--- src/rtl/hdq_host.sv ---
module hdq_host #(
  parameter int BIT_CYC  = 40000,
  parameter int ONE_LOW  = 8000,
  parameter int ZERO_LOW = 28000,
  parameter int RESP_TMO = 200000
) (
  input  logic        clk,
  input  logic        rst_n,
  input  logic        start,
  input  logic        write,
  input  logic        wide,
  input  logic [6:0]  addr,
  input  logic [15:0] wr_data,
  output logic [15:0] rd_data,
  output logic        done,
  output logic        timeout_err,
  output logic        busy,
  output logic        line_drive_low,
  input  logic        line_in
);

  localparam int DEC_THR = (ONE_LOW + ZERO_LOW) / 2;
  localparam int MAXC    = (RESP_TMO > BIT_CYC) ? RESP_TMO : BIT_CYC;
  localparam int CW      = $clog2(MAXC + 2);
  localparam logic [CW-1:0] BIT_END = CW'(BIT_CYC - 1);
  localparam logic [CW-1:0] TMO_END = CW'(RESP_TMO - 1);
  localparam logic [CW-1:0] ONE_C   = CW'(ONE_LOW);
  localparam logic [CW-1:0] ZERO_C  = CW'(ZERO_LOW);
  localparam logic [CW-1:0] THR_C   = CW'(DEC_THR);

  typedef enum logic [1:0] {S_IDLE, S_TX, S_RXW, S_RXL} st_t;

  st_t            st;
  logic [CW-1:0]  cnt;
  logic [23:0]    sh;
  logic [4:0]     nleft;
  logic [4:0]     rleft;
  logic [15:0]    rsh;
  logic           is_wr, is_wide;
  logic           s1, s2, s2_d;
  logic           rx_bit;
  logic [15:0]    rx_next;

  assign busy           = (st != S_IDLE);
  assign line_drive_low = (st == S_TX) && (cnt < (sh[0] ? ONE_C : ZERO_C));
  assign rx_bit         = (cnt < THR_C);
  assign rx_next        = {rx_bit, rsh[15:1]};

  always_ff @(posedge clk) begin
    if (!rst_n) begin
      st <= S_IDLE; cnt <= '0; sh <= '0; nleft <= '0; rleft <= '0;
      rsh <= '0; is_wr <= 1'b0; is_wide <= 1'b0; rd_data <= '0;
      done <= 1'b0; timeout_err <= 1'b0;
      s1 <= 1'b1; s2 <= 1'b1; s2_d <= 1'b1;
    end else begin
      done <= 1'b0;
      timeout_err <= 1'b0;
      s1 <= line_in; s2 <= s1; s2_d <= s2;
      case (st)
        S_IDLE: if (start) begin
          sh      <= {wr_data, write, addr};
          is_wr   <= write;
          is_wide <= wide;
          nleft   <= write ? (wide ? 5'd24 : 5'd16) : 5'd8;
          cnt     <= '0;
          st      <= S_TX;
        end
        S_TX: if (cnt == BIT_END) begin
          cnt   <= '0;
          sh    <= sh >> 1;
          nleft <= nleft - 5'd1;
          if (nleft == 5'd1) begin
            if (is_wr) begin
              done <= 1'b1;
              st   <= S_IDLE;
            end else begin
              rleft <= is_wide ? 5'd16 : 5'd8;
              rsh   <= '0;
              st    <= S_RXW;
            end
          end
        end else cnt <= cnt + 1'b1;
        S_RXW: if (s2_d && !s2) begin
          cnt <= CW'(1);
          st  <= S_RXL;
        end else if (cnt == TMO_END) begin
          done <= 1'b1; timeout_err <= 1'b1; st <= S_IDLE;
        end else cnt <= cnt + 1'b1;
        S_RXL: if (s2) begin
          rsh   <= rx_next;
          rleft <= rleft - 5'd1;
          cnt   <= '0;
          if (rleft == 5'd1) begin
            rd_data <= is_wide ? rx_next : {8'h00, rx_next[15:8]};
            done    <= 1'b1;
            st      <= S_IDLE;
          end else st <= S_RXW;
        end else if (cnt == TMO_END) begin
          done <= 1'b1; timeout_err <= 1'b1; st <= S_IDLE;
        end else cnt <= cnt + 1'b1;
        default: st <= S_IDLE;
      endcase
    end
  end

  assert_done_pulse_R8: assert property (@(posedge clk) disable iff (!rst_n)
    done |=> !done);
  assert_err_has_done_R7: assert property (@(posedge clk) disable iff (!rst_n)
    timeout_err |-> done);
  assert_idle_released_R1: assert property (@(posedge clk) disable iff (!rst_n)
    !busy |-> !line_drive_low);
  assert_start_taken_R9: assert property (@(posedge clk) disable iff (!rst_n)
    (start && !busy) |=> busy);
  assert_rd_hold_R7: assert property (@(posedge clk) disable iff (!rst_n)
    (!busy || timeout_err) |=> $stable(rd_data));
  assert_busy_end_R8: assert property (@(posedge clk) disable iff (!rst_n)
    $fell(busy) |-> done);

endmodule

--- config.mk ---
export PLATFORM = sky130hd
export DESIGN_NAME = hdq_host
export DESIGN_NICKNAME = d
export VERILOG_FILES = /design/src/rtl/hdq_host.sv
export SDC_FILE = /design/constraint.sdc
export NUM_CORES = 1
export LEC_CHECK = 0
export ABC_AREA = 0
export BUFFER_PORTS_ARGS = -buffer_cell sky130_fd_sc_hd__buf_2
export CELL_PAD_IN_SITES_DETAIL_PLACEMENT = 0
export CELL_PAD_IN_SITES_GLOBAL_PLACEMENT = 2
export CORE_UTILIZATION = 38
export CTS_CLUSTER_DIAMETER = 60
export DETAILED_ROUTE_END_ITERATION = 8
export PLACE_DENSITY = 0.93
export SLEW_MARGIN = 5
export SYNTH_ARGS = -nofsm -noshare
export SYNTH_HDL_FRONTEND = slang
export SYNTH_SLANG_ARGS = --single-unit
--- constraint.sdc ---
create_clock -name clk -period 5.6 [get_ports clk]
set_input_delay 1.12 -clock clk [delete_from_list [all_inputs] [get_ports clk]]
set_output_delay 1.12 -clock clk [all_outputs]
set_load 0.005 [all_outputs]
Yosys cells after proc, flatten, opt, wreduce, memory -nomap -nowiden --
Index checks and enable logic that the tools add are counted.
Word-level totals: flip-flop bits (word level) 93, output and inout port bits 20
Operators by class: add/subtract/negate cells 3, magnitude comparators 2, equality and inequality tests 12, muxes and demuxes 46, reduce and logical (&&, ||, !) cells 12
Operators with widths (count):
- 18-bit two-way mux | 5
- 16-bit two-way mux | 5
- 18-bit case mux with 4 select lines | 1
- 24-bit two-way mux | 2
- 24-bit case mux with 2 select lines | 1
- 5-bit two-way mux | 8
- 16-bit case mux with 2 select lines | 1
- 5-bit case mux with 2 select lines | 2
- 18-bit by 1-bit adder with 18-bit output (second input constant) | 1
- 18-bit by 16-bit == test with 1-bit output (second input constant) | 1
- 18-bit == test (second input constant) | 1
- 18-bit by 15-bit < comparator with 1-bit output | 1
- 18-bit by 15-bit < comparator with 1-bit output (second input constant) | 1
- 2-bit two-way mux | 8
- 15-bit two-way mux | 1
- 5-bit by 1-bit == test with 1-bit output (second input constant) | 2
- 5-bit by 1-bit subtractor with 5-bit output (second input constant) | 2
- 3-bit AND reduction | 3
- 1-bit two-way mux | 8
- 2-bit case mux with 4 select lines | 1
- 2-bit != test (second input constant) | 3
- 2-bit nonzero test | 3
- 5-bit AND reduction | 1
- 2-bit == test (second input constant) | 2
- other kinds (9) | 11

Longest topological paths before layout --
word-level depth 5, mapped depth 9

Least setup slack after synthesis --
OpenSTA, ideal clock, no wires.
path type register to output, start register st[1], end output line_drive_low, arrival time 1.407 ns, required time 4.480 ns, slack 3.073 ns, stages on the path, launching flop included 8, path buffers 2, path through dfxtp_1 -> clkbuf_1 -> inv_1 -> nand2_1 -> clkbuf_1 -> nor2_1 -> nand3_1 -> a31oi_1
Between the ends: longest elaborated chain between the ends 2
Ends and longest elaborated chain:
- from (decl) | RTL line 33 | st_t st;
- from (signal assigned) | RTL line 51 | st <= S_IDLE; cnt <= '0; sh <= '0; nleft <= '0; rleft <= '0;
- from (signal assigned) | RTL line 66 | st <= S_TX;
- from (signal assigned) | RTL line 75 | st <= S_IDLE;
- 2-bit by 1-bit == test with 1-bit output | RTL line 45 | assign line_drive_low = (st == S_TX) && (cnt < (sh[0] ? ONE_C : ZERO_C));
- 1-bit logical AND | RTL line 45
- to (decl) | RTL line 18 | output logic line_drive_low,
Every way passes these cells.

Worst setup path after layout --
start register st[0], end output line_drive_low
The elaborated chain is that of the path after synthesis.

==> metrics.txt <==
# TYPE chip_impl_metric gauge
chip_impl_metric{name="synth_area",unit="sq mm"} 0.00460
chip_impl_metric{name="placer_congestion_estimate",unit=""} 0.804
chip_impl_metric{name="area_taken_by_multi_input_logic_gates",unit="sq mm"} 0.00253
chip_impl_metric{name="synth_xor_xnor_area_share",unit="%"} 0.571
chip_impl_metric{name="ff_latch_area",unit="sq mm"} 0.00184
chip_impl_metric{name="power.combinational.fraction",unit="%"} 15.0
chip_impl_metric{name="synth_enable_flop_cells",unit=""} 0
chip_impl_metric{name="synth_compound_gate_area_share",unit="%"} 22.4
chip_impl_metric{name="maxCapViolations",unit=""} 0
chip_impl_metric{name="worstHoldPathCells",unit=""} 1
chip_impl_metric{name="post_synth_mux_area_share",unit="%"} 2.18
chip_impl_metric{name="vias_per_cell",unit=""} 5.57
chip_impl_info{name="violated_checks",value="design-rule violations"} 1
chip_impl_metric{name="cts.reportedPaths.clkPinSlew",unit="ns"} 0.06
chip_impl_info{name="worstHoldPathType",value="reg -> reg"} 1
chip_impl_metric{name="io-pin-count",unit=""} 49
chip_impl_metric{name="total_switching_power",unit="uW"} 448
chip_impl_metric{name="postPlaceCellArea",unit="sq mm"} 0.00487
chip_impl_info{name="synth_ff_type",value="sky130_fd_sc_hd__dfxtp_1"} 1
chip_impl_metric{name="timing.final.hold_violations",unit=""} 0
chip_impl_metric{name="postSynthAreaPerCell",unit="sq um"} 8.14
chip_impl_metric{name="antenna_found_initial",unit=""} 0
chip_impl_info{name="worstSetupEndpointType",value="primary output"} 1
chip_impl_metric{name="maxClockFrequency",unit="MHz"} 303
chip_impl_metric{name="power_frac_seq",unit="%"} 46.2
chip_impl_metric{name="count_of_final_setup_violators",unit=""} 0
chip_impl_metric{name="maximum_number_of_pins_on_one_net_before_global_route_repair",unit=""} 78
chip_impl_metric{name="timing.setup.tns",unit="ns"} 0
chip_impl_metric{name="cp.arrival",unit="ns"} 2.19
chip_impl_metric{name="grt_first_pass_wirelength",unit="microns"} 19000
chip_impl_metric{name="worstPathRequired",unit="ns"} 4.48
chip_impl_metric{name="post-cts-setup-buffers",unit=""} 0
chip_impl_metric{name="initial_core_util",unit="%"} 39.6
chip_impl_info{name="tritoncts",value="yes"} 1
chip_impl_info{name="critPathKind",value="reg -> out"} 1
chip_impl_metric{name="clkPwrFrac",unit="%"} 38.8
chip_impl_metric{name="vias",unit=""} 4096
chip_impl_metric{name="cts.sink_count",unit=""} 92
chip_impl_info{name="rsz0062_at_grt",value="false"} 1
chip_impl_metric{name="synth.yosys.warnings",unit=""} 0
chip_impl_metric{name="final_global_route_overflow_total",unit=""} 0
chip_impl_metric{name="worst_slew_margin_rel",unit="%"} 19.9
chip_impl_metric{name="wl_per_cell",unit="microns"} 15.0
chip_impl_metric{name="synthesis.instances",unit=""} 565
chip_impl_metric{name="finalMaxSlewViolations",unit=""} 0
chip_impl_info{name="worst_setup_path_start_kind",value="register"} 1
chip_impl_metric{name="area_growth_syn_to_layout",unit="%"} 12.3
chip_impl_metric{name="ys_seq_area_share",unit="%"} 40.0
chip_impl_metric{name="drt-initial-drc-count",unit=""} 284
chip_impl_metric{name="drive_above_1_share",unit="%"} 13.5
chip_impl_metric{name="switching_share",unit="%"} 28.4
chip_impl_metric{name="buffer_ports.inserted",unit=""} 48
chip_impl_metric{name="r2r.worst_path.cells",unit=""} 7
chip_impl_metric{name="core",unit="sq mm"} 0.0116
chip_impl_metric{name="tightest_slew",unit="ns"} 1.20
chip_impl_metric{name="p_total",unit="mW"} 1.58
chip_impl_metric{name="finalWorstPathRequiredPeriod",unit="ns"} 3.31
chip_impl_metric{name="synth_cell_type_count",unit=""} 56
chip_impl_metric{name="syn-num-nets",unit=""} 603
chip_impl_metric{name="die-area",unit="sq mm"} 0.0126
chip_impl_metric{name="antenna_left",unit=""} 0
chip_impl_metric{name="dieHeight",unit="microns"} 112
chip_impl_metric{name="drt_drc_violations_left",unit=""} 2
chip_impl_metric{name="filler_cell_count",unit=""} 1174
chip_impl_metric{name="nets",unit=""} 627
chip_impl_metric{name="final.period_utilization",unit="%"} 59.0
chip_impl_metric{name="number_of_global_route_vias_before_repair",unit=""} 3850
chip_impl_metric{name="clk-insertion-delay-late",unit="ns"} 0.35
chip_impl_metric{name="routed_wl",unit="microns"} 11000
chip_impl_metric{name="crit_path_max_fanout",unit=""} 25
chip_impl_metric{name="post_cts_resize_count",unit=""} 0
chip_impl_metric{name="dp_hpwl",unit="microns"} 7450
chip_impl_metric{name="p_int",unit="mW"} 1.13
chip_impl_metric{name="track_usage",unit="%"} 18.7
chip_impl_metric{name="synth-simple-area-share",unit="%"} 27.3
chip_impl_metric{name="clock_tree.buffer_depth",unit=""} 2
chip_impl_metric{name="cts_hold_buf",unit=""} 0
chip_impl_metric{name="power_leakage",unit="nW"} 2.22
chip_impl_info{name="clockRootBuffer",value="sky130_fd_sc_hd__clkbuf_16"} 1
chip_impl_info{name="dominant_combinational_cell_family_by_area_after_synthesis",value="simple AND/OR/NAND/NOR gates"} 1
chip_impl_metric{name="vdd_drop_max",unit="V"} 0.000180
chip_impl_metric{name="yosys.area_share.adder",unit="%"} 2.45
chip_impl_metric{name="cts_buffers",unit=""} 9
chip_impl_metric{name="cellPowerDensity",unit="mW/mm^2"} 305
chip_impl_metric{name="htree_levels",unit=""} 3
chip_impl_metric{name="drt-pass1-iter-count",unit=""} 7
chip_impl_metric{name="fp.dieW",unit="microns"} 112
chip_impl_metric{name="asyncSetResetFlopFracSynth",unit="%"} 0
chip_impl_metric{name="core.rowCount",unit=""} 39
chip_impl_metric{name="finClkSkew",unit="ns"} 0.0106
chip_impl_metric{name="n_antenna_cell",unit=""} 0
chip_impl_metric{name="yosys_register_bits",unit=""} 92
chip_impl_info{name="run_status",value="finished with violations"} 1
chip_impl_metric{name="finalInstanceArea",unit="sq mm"} 0.00517
[synthesized netlist by cell type (3+ instances only)]
library cell,count,area share [%]
sky130_fd_sc_hd__o21a_1,3,0.49
sky130_fd_sc_hd__o211ai_1,3,0.49
sky130_fd_sc_hd__nor3_1,11,1.2
sky130_fd_sc_hd__mux2i_1,10,2.2
sky130_fd_sc_hd__o22ai_1,3,0.41
sky130_fd_sc_hd__nor3b_1,5,0.82
sky130_fd_sc_hd__or3_1,8,1.1
sky130_fd_sc_hd__and3_1,3,0.41
sky130_fd_sc_hd__clkbuf_1,26,2.1
sky130_fd_sc_hd__a21boi_0,14,2.3
sky130_fd_sc_hd__and2_1,3,0.41
sky130_fd_sc_hd__nand2b_1,5,0.68
sky130_fd_sc_hd__o21ai_0,39,4.2
sky130_fd_sc_hd__o41ai_1,3,0.57
sky130_fd_sc_hd__nand4_1,19,2.6
sky130_fd_sc_hd__or4_1,3,0.49
sky130_fd_sc_hd__a21o_1,3,0.49
sky130_fd_sc_hd__a21oi_1,14,1.5
sky130_fd_sc_hd__nor2b_1,3,0.41
sky130_fd_sc_hd__inv_1,12,0.98
sky130_fd_sc_hd__ha_1,9,2.4
sky130_fd_sc_hd__nor2_1,23,1.9
sky130_fd_sc_hd__dfxtp_1,92,40
sky130_fd_sc_hd__nand2_1,116,9.5
sky130_fd_sc_hd__buf_6,3,0.73
sky130_fd_sc_hd__buf_2,8,0.87
sky130_fd_sc_hd__a31oi_1,5,0.68
sky130_fd_sc_hd__o211a_1,33,7.2
sky130_fd_sc_hd__nand3_1,48,5.2
sky130_fd_sc_hd__o311ai_0,3,0.57
[metrics by stage]
| stage | cells | setup WS (ns) | util, % | hold WS, ns |
|---|---|---|---|---|
| floorplan | 565 | 3.07 | - | 0.386 |
| global placement | 721 | 2.67 | 41.9 | 0.408 |
| detailed placement | 721 | 2.61 | 41.9 | 0.403 |
| CTS | 736 | 2.30 | 44.5 | 0.429 |
| global route | 736 | 2.07 | 44.5 | 0.458 |
| finish | 736 | 2.29 | 44.5 | 0.421 |
[cells by family (layout without fill, tap and decap cells)]
kind of cell	count (synthesis)	after routing
AO/OA/AOI/OAI	138	138
XOR/XNOR	3	3
adder cells (fa/ha/maj)	9	9
buffers and inverters	52	80
flip-flops	92	92
multiplexers	10	10
AND/OR/NAND/NOR	261	261
[layout by cell type, fill, tap and decap left out, drive strengths merged, types with 2 or more instances in the layout]
master	instances
o31ai	3
nor3b	5
or3	8
o311ai	3
nor4b	2
nand4	19
dfxtp	92
nor2	24
o22ai	3
nor4	2
xor2	2
a31oi	5
or4	3
o41ai	3
mux2i	10
and3	3
nand2	116
nand3b	2
inv	14
or2	3
a21o	3
a21oi	14
o211ai	3
ha	9
buf	53
nand2b	5
o21a	3
clkinv	2
o21ai	40
a41o	2
a21boi	15
nand3	48
o211a	33
and2	3
nor2b	3
clkbuf	9
a211oi	2
nor3	14
[area by class of cell]
cell class                 count  area share (%)
multi-input combinational    421            48.9
tap                          143            3.46
sequential                    92            35.6
clock inverter                 6            1.40
inverter                      12           0.872
timing repair buffer          53            5.38
clock buffer                   9            4.36
[power groups by stage]
stage / Sequential (mW) / Clock, mW / Combinational [mW]
5_1_grt: 0.735 / 0.658 / 0.267
4_1_cts: 0.728 / 0.631 / 0.239
6_report: 0.728 / 0.612 / 0.237
3_5_place_dp: 0.742 / 0 / 0.238
3_3_place_gp: 0.741 / 0 / 0.233
2_1_floorplan: 0.723 / 0 / 0.198
[worst max-delay path, cell delays in order (launching register included)]
cell and delay [ns]:
sky130_fd_sc_hd__dfxtp_1 0.61, sky130_fd_sc_hd__nand2_1 0.37, sky130_fd_sc_hd__buf_4 0.35, sky130_fd_sc_hd__nor2_1 0.12
sky130_fd_sc_hd__nand3_1 0.08, sky130_fd_sc_hd__a31oi_1 0.17, sky130_fd_sc_hd__buf_2 0.13
[state kept, by name, summed over array words and instances, names as in the netlist]
register     flops
is_wide          1
sh              24
timeout_err      1
is_wr            1
s2_d             1
s2               1
rleft            5
rsh             15
nleft            5
cnt             18
st               2
done             1
s1               1
rd_data         16
[final timing paths]
| path | start | to | slack, ns |
|---|---|---|---|
| setup / recovery | st[0]$_SDFFE_PN0P_ | line_drive_low | 2.29 |
| hold reg to reg | s1$_SDFF_PN1_ | s2$_SDFF_PN1_ | 0.42 |
| setup reg to reg | cnt[0]$_SDFFE_PN0P_ | rleft[2]$_SDFFE_PN0P_ | 2.59 |
| hold / removal | s1$_SDFF_PN1_ | s2$_SDFF_PN1_ | 0.42 |
[per-layer routing]
metal	wire length [microns]	share of wire (%)	up-vias	GRT usage [%]
li1	-	-	2083	-
met1	5390	49	1925	24.8
met2	5110	46	80	30.0
met3	415	3.8	8	3.67
met4	114	1.0	0	7.11
met5	0	0	-	0
No activity file was read; power rests on OpenSTA's default activity.
